==> config.mk <==
export PLATFORM = sky130hd
export DESIGN_NAME = gpio_mask_port
export DESIGN_NICKNAME = d
export VERILOG_FILES = /design/src/rtl/gpio_mask_pkg.sv /design/src/rtl/gpio_mask_ctrl.sv /design/src/rtl/gpio_mask_dp.sv /design/src/rtl/gpio_mask_port.sv
export SDC_FILE = /design/constraint.sdc
export NUM_CORES = 1
export LEC_CHECK = 0
export BUFFER_PORTS_ARGS = -buffer_cell sky130_fd_sc_hd__buf_2
export CORE_MARGIN = 2
export CORE_UTILIZATION = 49
export DETAILED_ROUTE_END_ITERATION = 12
export HOLD_SLACK_MARGIN = 0.03
export PLACE_DENSITY_LB_ADDON = 0.25
export SLEW_MARGIN = 40
export SYNTH_ARGS = -nofsm -noshare
export SYNTH_HDL_FRONTEND = slang
export SYNTH_SLANG_ARGS = --single-unit
==> constraint.sdc <==
create_clock -name clk -period 1.5 [get_ports clk]
set_input_delay 0.3 -clock clk [delete_from_list [all_inputs] [get_ports clk]]
set_output_delay 0.3 -clock clk [all_outputs]
set_load 0.02 [all_outputs]
==> src/rtl/gpio_mask_pkg.sv <==
package gpio_mask_pkg;
  localparam int PINS = 8;

  typedef struct packed {
    logic            dataWr;
    logic            dataRd;
    logic            dirWr;
    logic            dirRd;
    logic            nullRd;
    logic [PINS-1:0] mask;
  } gpioCtl_t;
endpackage

==> src/rtl/gpio_mask_ctrl.sv <==
module gpio_mask_ctrl
  import gpio_mask_pkg::*;
#(
  parameter int          ADDR_W   = 11,
  parameter logic [10:0] DIR_ADDR = 11'h400
) (
  input  logic              clk,
  input  logic              rstN,
  input  logic              busValid,
  input  logic              busWrite,
  input  logic [ADDR_W-1:0] busAddr,
  output gpioCtl_t          ctl
);
  localparam int MASK_LO = 2;
  localparam int MASK_HI = MASK_LO + PINS - 1;

  logic inWindow;
  logic isDir;

  assign inWindow = ~busAddr[ADDR_W-1];
  assign isDir    = (busAddr == DIR_ADDR[ADDR_W-1:0]);

  always_comb begin
    ctl        = '0;
    ctl.mask   = busAddr[MASK_HI:MASK_LO];
    ctl.dataWr = busValid & busWrite & inWindow;
    ctl.dataRd = busValid & ~busWrite & inWindow;
    ctl.dirWr  = busValid & busWrite & isDir;
    ctl.dirRd  = busValid & ~busWrite & isDir;
    ctl.nullRd = busValid & ~busWrite & ~inWindow & ~isDir;
  end

  // at most one strobe per access
  p_one_strobe_r8: assert property (@(posedge clk) disable iff (!rstN)
    $onehot0({ctl.dataWr, ctl.dataRd, ctl.dirWr, ctl.dirRd, ctl.nullRd}));
endmodule

==> src/rtl/gpio_mask_dp.sv <==
module gpio_mask_dp
  import gpio_mask_pkg::*;
(
  input  logic            clk,
  input  logic            rstN,
  input  gpioCtl_t        ctl,
  input  logic [PINS-1:0] wdata,
  input  logic [PINS-1:0] padIn,
  output logic [PINS-1:0] rdata,
  output logic [PINS-1:0] outVal,
  output logic [PINS-1:0] dirVal
);
  logic [PINS-1:0] syncA;
  logic [PINS-1:0] syncB;
  logic [PINS-1:0] pinView;

  always_ff @(posedge clk) begin
    if (!rstN) begin
      syncA <= '0;
      syncB <= '0;
    end else begin
      syncA <= padIn;
      syncB <= syncA;
    end
  end

  for (genvar n = 0; n < PINS; n++) begin : g_pin
    always_ff @(posedge clk) begin
      if (!rstN) begin
        outVal[n] <= 1'b0;
      end else if (ctl.dataWr && ctl.mask[n]) begin
        outVal[n] <= wdata[n];
      end
    end
    assign pinView[n] = dirVal[n] ? outVal[n] : syncB[n];
  end

  always_ff @(posedge clk) begin
    if (!rstN) begin
      dirVal <= '0;
    end else if (ctl.dirWr) begin
      dirVal <= wdata;
    end
  end

  always_ff @(posedge clk) begin
    if (!rstN) begin
      rdata <= '0;
    end else if (ctl.dataRd) begin
      rdata <= pinView & ctl.mask;
    end else if (ctl.dirRd) begin
      rdata <= dirVal;
    end else if (ctl.nullRd) begin
      rdata <= '0;
    end
  end

  p_mask_keep_r2: assert property (@(posedge clk) disable iff (!rstN)
    ctl.dataWr |=> ((outVal ^ $past(outVal)) & ~$past(ctl.mask)) == '0);
  p_unmasked_zero_r3: assert property (@(posedge clk) disable iff (!rstN)
    ctl.dataRd |=> (rdata & ~$past(ctl.mask)) == '0);
  p_dir_readback_r5: assert property (@(posedge clk) disable iff (!rstN)
    ctl.dirWr |=> dirVal == $past(wdata));
  p_rdata_hold_r9: assert property (@(posedge clk) disable iff (!rstN)
    !(ctl.dataRd || ctl.dirRd || ctl.nullRd) |=> $stable(rdata));
  p_null_quiet_r8: assert property (@(posedge clk) disable iff (!rstN)
    ctl.nullRd |=> (rdata == '0) && $stable(dirVal) && $stable(outVal));
endmodule

==> src/rtl/gpio_mask_port.sv <==
module gpio_mask_port
  import gpio_mask_pkg::*;
(
  input  logic        clk,
  input  logic        rstN,
  input  logic        busValid,
  input  logic        busWrite,
  input  logic [10:0] busAddr,
  input  logic [7:0]  busWdata,
  output logic [7:0]  busRdata,
  input  logic [7:0]  padIn,
  output logic [7:0]  padOut,
  output logic [7:0]  padOe
);
  gpioCtl_t ctl;

  gpio_mask_ctrl #(.ADDR_W(11), .DIR_ADDR(11'h400)) u_ctrl (
    .clk      (clk),
    .rstN     (rstN),
    .busValid (busValid),
    .busWrite (busWrite),
    .busAddr  (busAddr),
    .ctl      (ctl)
  );

  gpio_mask_dp u_dp (
    .clk    (clk),
    .rstN   (rstN),
    .ctl    (ctl),
    .wdata  (busWdata),
    .padIn  (padIn),
    .rdata  (busRdata),
    .outVal (padOut),
    .dirVal (padOe)
  );
endmodule

[After elaboration in Yosys (flattened, before gate mapping)]
Cells that the tools add are included.
Cells by class
  bitwise gates (word level): 12
  eq/ne operators: 1
  muxes and demuxes: 11
  reductions and logical operators: 9
Operator list (count)
  8-bit two-way mux: 3
  11-bit == test, second input constant: 1
  1-bit bitwise AND: 8
  8-bit bitwise AND: 1
  1-bit logical AND: 8
  1-bit two-way mux: 8
  1-bit NOT: 3
  3-bit nonzero test: 1
Storage, ports and cells
  input bits: 31
  bits in registers: 40
  word-level logic and storage cells: 45

[Depth between registers and ports, before layout]
Gate-level depths: netlist (run 1).
  word-level depth: 7
  depth in mapped cells: 5

[By module]
Synthesis (run 1) repeated with hierarchy kept, for this count alone.
Second synthesis, totals
  cell total of the unflattened synthesis: 176
  area total of the unflattened synthesis: 1711.6 µm²
Modules (own cells, without submodules)
  gpio_mask_dp: instances 1, sequential area each 800.8 µm², cells each 157, area an instance 1581.5 µm²
  gpio_mask_ctrl: instances 1, sequential area each 0.0 µm², cells each 19, area an instance 130.1 µm²

[Worst setup path after synthesis (run 1)]
Ideal clock, no wire load.
  path type: input port to flip-flop
  from: input port busAddr[3]
  to: register u_dp.dirVal[0]
  slack: 0.164 ns
  cell stages on the path: 4
  setup time: 0.072 ns
  required time: 1.428 ns
  buffers on the path: 1
  arrival time: 1.265 ns
  cell sequence: nor4_4 and4b_1 buf_6 mux2i_1
On the way
  cells in the longest elaborated chain, start to end: 2
RTL lines
  start, declared: line gpio_mask_port.sv:8  | input logic [10:0] busAddr,
  11-bit == test: line gpio_mask_ctrl.sv:21  | assign isDir = (busAddr == DIR_ADDR[ADDR_W-1:0]);
  1-bit bitwise AND: line gpio_mask_ctrl.sv:28  | ctl.dirWr = busValid & busWrite & isDir;
  end signal, assigned: line gpio_mask_dp.sv:42  | dirVal <= wdata;
  end, declared: line gpio_mask_dp.sv:11  | output logic [PINS-1:0] dirVal
No other way between the ends.
A chain may end at the register's enable or synchronous reset.

[Final worst setup path (run 1)]
  from: register u_dp.dirVal[3]
  to: output port padOe[3]
RTL lines
  end, declared: line gpio_mask_port.sv:13  | output logic [7:0] padOe
No word-level cell between the ends.

==> results_dict.tcl, run 1 <==
set metrics [dict create \
    crit_path_max_fanout 4 \
    grt_overflow 0 \
    dieWidth_um 61.5 \
    wire_per_inst_um 14.2 \
    portBuffers 54 \
    crit_chain "buf_2" \
    dr.pass1.iters 4 \
    crit_slowest_cell "dfxtp_1" \
    yosys.area.top_type "dfxtp_1" \
    synth_xor_area_share_pct 0 \
    syn_area_per_cell_um2 9.59 \
    yosysTopAreaCellShare_pct 49.4 \
    rrSetupSlack_ps 370 \
    wl_um 3870 \
    cp.depth 1 \
    drv_cap 0 \
    root_buffer "clkbuf_4" \
    place_congestion 0.806 \
    skew_ps 14.5 \
    synth_top_family_by_area "simple AND/OR/NAND/NOR gates" \
    grt_max_degree 32 \
    hold_buffers 0 \
    final_util_pct 66.3 \
    ios 55 \
    track_usage_pct 22.3 \
    synthAdderAreaFrac_pct 0 \
    die_h_um 61.5 \
    postCtsSetupBuffers 0 \
    setup_violations 0 \
    drt_iter0_drc 88 \
    clkSinkCount 40 \
    required_ps 1200 \
    ir_drop_uv 717 \
    synth-seq-cells 40 \
    ys_seq_area_share_pct 49.4 \
    r2r_end "u_dp.rdata[3]" \
    grt_pass1_wl_um 5970 \
    nets 258 \
    clk_path_buf_depth 2 \
    finalMaxSlewViolations 0 \
    rows 20 \
    worstPathArrival_ps 1000 \
    timing.rr.start "u_dp.dirVal[3]" \
    muxShareOfSynthArea_pct 9.88 \
    syn_area_mm2 0.00162 \
    start_util_pct 52.2 \
    cp-start-kind "flop" \
    finalCritPeriodShare_pct 86.6 \
    vias_per_cell 5.24 \
    hold_viol 0 \
    critical_path_class "flop to output port" \
    hp-class "input port to flop" \
    cp_slowest_stage_delay_ps 460 \
    period_minus_slack_ps 1300 \
    antenna_found_initial 0 \
    via_count 1425 \
    power_mw 2.09 \
    cts_tree "built" \
    fmax_ghz 0.770 \
    yosys-top-cells-area "dfxtp_1 49%, mux2i_1 9.9%, and2_1 6.2%" \
    synth-compound-area-share_pct 11.7 \
    end_kind "output port" \
    h-tree-depth 2 \
    dp_hpwl_um 2820 \
    p_leak_nw 0.877 \
    cts_resized 0 \
    path_clk_slew_ps 110 \
    synthCells 169 \
    synth-simple-area-share_pct 24.6 \
    rsz0062_at_grt "false" \
    clkLatencyLatePin_ps 340 \
    reg2reg_depth 3 \
    yosys_warnings 0 \
    outcome "completed" \
    cts_inserted_buffers 5 \
    ys_types 20 \
    crit_path_end "padOe[3]" \
    drc 0 \
    n_antenna_cell 0 \
    core_area_mm2 0.00310 \
    syn-num-nets 200 \
    die-area_mm2 0.00378 \
    finalSetupTns_ps 0 \
    ant_nets 0 \
    drive_gt1_share_pct 31.1 \
    crit_buf_inv 1 \
    relSlewSlack_pct 77.0 \
    crit_start "u_dp.dirVal[3]" \
    grt_pass1_vias 1312 \
    syn_to_final_growth_pct 26.9 \
    worstMarginPinSlew_ps 345 \
    powerDensity_mw_per_mm2 1020 \
    path_delay_family "flip-flops" \
]
[synth_stat cells]
library cell	n
inv_1	8
or3_1	8
nand4_1	8
nor3b_4	1
nand3b_1	1
and2_1	16
dfxtp_1	40
nand2_1	17
buf_6	1
a21boi_1	4
nand3_1	8
nor4_4	2
o21ai_0	16
nor2b_1	1
a21boi_0	4
clkbuf_1	8
and4b_1	1
mux2i_1	16
a31oi_1	8
and3b_1	1
[worst min path at each step]
| stage | start | slack, ps | endpoint | cells after the start |
|---|---|---|---|---|
| CTS | padIn[2] | 150 | u_dp.syncA[2] | 2 |
| floorplan | u_dp.syncA[0] | 410 | u_dp.syncB[0] | 1 |
| detailed placement | u_dp.syncA[5] | 420 | u_dp.syncB[5] | 1 |
| global placement | u_dp.syncA[2] | 410 | u_dp.syncB[2] | 1 |
| global route | padIn[3] | 130 | u_dp.syncA[3] | 2 |
| finish | padIn[2] | 160 | u_dp.syncA[2] | 2 |
[layout make-up]
cell class                      instances  area, um2
Tap cell                               44       55.1
Clock inverter                          1       30.0
Clock buffer                            7       65.1
Timing Repair Buffer                   60        328
Multi-Input combinational cell        112        748
Inverter                                8       30.0
Fill cell                             275       1050
Sequential cell                        40        801
[cell usage in the layout, fill, tap and decap left out, types with 5 or more instances in the layout]
| cell | instances |
|---|---|
| buf_2 | 54 |
| dfxtp_1 | 40 |
| nand2_1 | 17 |
| o21ai_0 | 16 |
| mux2i_1 | 16 |
| and2_1 | 16 |
| nand3_1 | 8 |
| inv_1 | 8 |
| or3_1 | 8 |
| nand4_1 | 8 |
| a31oi_1 | 8 |
| clkbuf_4 | 5 |
| buf_4 | 5 |
[state kept, by name (all words and copies together) (netlist names)]
name,flops
u_dp.syncA,8
u_dp.rdata,8
u_dp.dirVal,8
u_dp.outVal,8
u_dp.syncB,8
[where the power goes]
group          internal [mW]  leakage (nW)  switching [mW]  total [mW]
logic                 0.0869         0.498           0.116       0.203
registers               1.10         0.327          0.0136        1.11
clock network          0.443        0.0515           0.333       0.776
[per-layer routing]
| layer | vias to the layer above | track usage, % | routed length [um] |
|---|---|---|---|
| met5 | - | 0 | 0 |
| met4 | 0 | 10.0 | 64 |
| met3 | 10 | 7.98 | 242 |
| met2 | 60 | 37.0 | 2010 |
| met1 | 645 | 25.9 | 1550 |
| li1 | 710 | - | - |
[stage by stage]
| stage | setup WS [ps] | instance area, um2 | hold WS (ps) | std cells |
|---|---|---|---|---|
| 3_5_place_dp | 12.9 | 1960 | 417 | 264 |
| 6_report | 201 | 2060 | 161 | 272 |
| 4_1_cts | 198 | 2060 | 146 | 272 |
| 2_1_floorplan | 164 | 1620 | 412 | 169 |
| 3_3_place_gp | 140 | 1960 | 414 | 264 |
| 5_1_grt | 146 | 2060 | 128 | 272 |
[cell families after synthesis]
group,after synthesis
and+or+nand+nor,64
DFF,40
AOI/OAI and AO/OA,32
buffers and inverters,17
muxes,16
No activity file was read; power rests on OpenSTA's default activity.
==> inputs of run 2 (changes only) <==
clock period = 1.3 ns   (was 1.5 ns; I/O delays follow)
==> results_dict.tcl, run 2 (synthesis gave the netlist of run 1 again) <==
set metrics [dict create \
    crit_buf_inv 1 \
    hp-class "input port to flop" \
    finalSetupTns_ps 0 \
    rows 20 \
    place_ws_ps -52.9 \
    path_clk_slew_ps 110 \
    dr.pass1.iters 4 \
    via_count 1419 \
    wire_per_inst_um 13.4 \
    portBuffers 54 \
    nFillCells 284 \
    outcome "completed" \
    hold_viol 0 \
    drc 0 \
    fmax_ghz 0.798 \
    layout.cells.non_filler 278 \
    postCtsSetupBuffers 0 \
    start_util_pct 52.2 \
    post-place-cells 271 \
    end_kind "output port" \
    crit_chain "buf_2" \
    clkLatencyLatePin_ps 330 \
    seq_power_share_pct 61.6 \
    cp-start-kind "flop" \
    hold_buffers 0 \
    dp_hpwl_um 2820 \
    ir_drop_uv 620 \
    critical_path_class "flop to output port" \
    top_usage_layer "met2" \
    worstPathArrival_ps 990 \
    pwr-share-clk_pct 26.8 \
    vias_per_cell 5.10 \
    period_minus_slack_ps 1250 \
    cts_resized 0 \
    placed_area_mm2 0.00200 \
    cts_tree "built" \
    rsz0062_at_grt "false" \
    grtUsageMet1_pct 24.7 \
    h-tree-depth 2 \
    combPwrFrac_pct 11.6 \
    grt_pass1_wl_um 5780 \
    cts_inserted_buffers 5 \
    die-area_mm2 0.00378 \
    post-route-worst-setup-slack_ps 46.7 \
    drv_cap 0 \
    p_int_mw 1.57 \
    n_antenna_cell 0 \
    drive_gt1_share_pct 32.5 \
    design_area_mm2 0.00205 \
    crit_slowest_cell "dfxtp_1" \
    nets 265 \
    track_usage_pct 21.2 \
    grt_overflow 0 \
    core_area_mm2 0.00310 \
    grt_max_degree 34 \
    drt_iter0_drc 69 \
    syn_to_final_growth_pct 26.4 \
    finalCritPeriodShare_pct 96.4 \
    ant_nets 0 \
    path_delay_family "flip-flops" \
    final_common_cell "buf_2" \
    wl_um 3730 \
    powerDensity_mw_per_mm2 1020 \
    skew_ps 10.6 \
    setup_violations 0 \
    required_ps 1040 \
    layout_common_cells "54 x buf_2, 40 x dfxtp_1, 17 x nand2_1" \
    net-switching-power_uw 509 \
    met3_usage_pct 4.83 \
    root_buffer "clkbuf_4" \
    p_leak_nw 0.883 \
    dieWidth_um 61.5 \
    crit_path_max_fanout 4 \
    die_h_um 61.5 \
    grt_pass1_vias 1315 \
    finalMaxSlewViolations 0 \
    clk_path_buf_depth 2 \
    worstMarginPinSlew_ps 254 \
    clkSinkCount 40 \
    ios 55 \
    relSlewSlack_pct 83.0 \
    antenna_found_initial 0 \
    place_congestion 0.856 \
    use_met2_pct 35.3 \
    cp_slowest_stage_delay_ps 450 \
    netSwitchingFraction_pct 24.4 \
]
-- run 2: changes by cell type in the layout (fill, tap and decap cells not counted) --
cell	delta
buf_4	+8
clkbuf_8	-2
bufinv_16	-1
clkinv_2	+1
buf_12	-1
clkbuf_1	+1
-- run 2: stage by stage --
stage	hold WS, ps	utilization (%)	power, mW
after floorplan	387	-	1.43
after global placement	414	64.5	1.54
after detailed placement	417	64.5	1.55
after CTS	117	66.0	2.10
after global routing	116	66.0	2.18
final	130	66.0	2.08
-- run 2: final cells by class --
| type | count | area (um2) | area share (%) |
|---|---|---|---|
| multi-input combinational | 112 | 748 | 36.5 |
| inverter | 8 | 30.0 | 1.47 |
| timing repair buffer | 67 | 368 | 18.0 |
| sequential | 40 | 801 | 39.1 |
| tap | 44 | 55.1 | 2.69 |
| clock buffer | 6 | 41.3 | 2.02 |
| clock inverter | 1 | 5.00 | 0.244 |
-- run 2: power by group through the flow --
stage	Combinational (mW)	Clock (mW)	Sequential, mW
finish	0.242	0.558	1.28
global route	0.268	0.626	1.29
CTS	0.243	0.577	1.28
detailed placement	0.241	0	1.31
global placement	0.235	0	1.31
floorplan	0.0940	0	1.33
-- run 2: per-layer routing --
| layer | wire length, um | part of all wire (%) |
|---|---|---|
| met5 | 0 | 0 |
| met4 | 82 | 2.2 |
| met3 | 189 | 5.1 |
| met2 | 1900 | 51 |
| met1 | 1550 | 42 |
-- run 2: path summary, 6_finish.rpt --
| kind | start | to | slack (ps) | depth (start not counted) |
|---|---|---|---|---|
| hold reg to reg | u_dp.syncA[6] | u_dp.syncB[6] | 440 | 1 |
| hold / removal | padIn[7] | u_dp.syncA[7] | 130 | 2 |
| setup / recovery | u_dp.dirVal[3] | padOe[3] | 50 | 1 |
| setup reg to reg | u_dp.dirVal[3] | u_dp.rdata[3] | 180 | 3 |
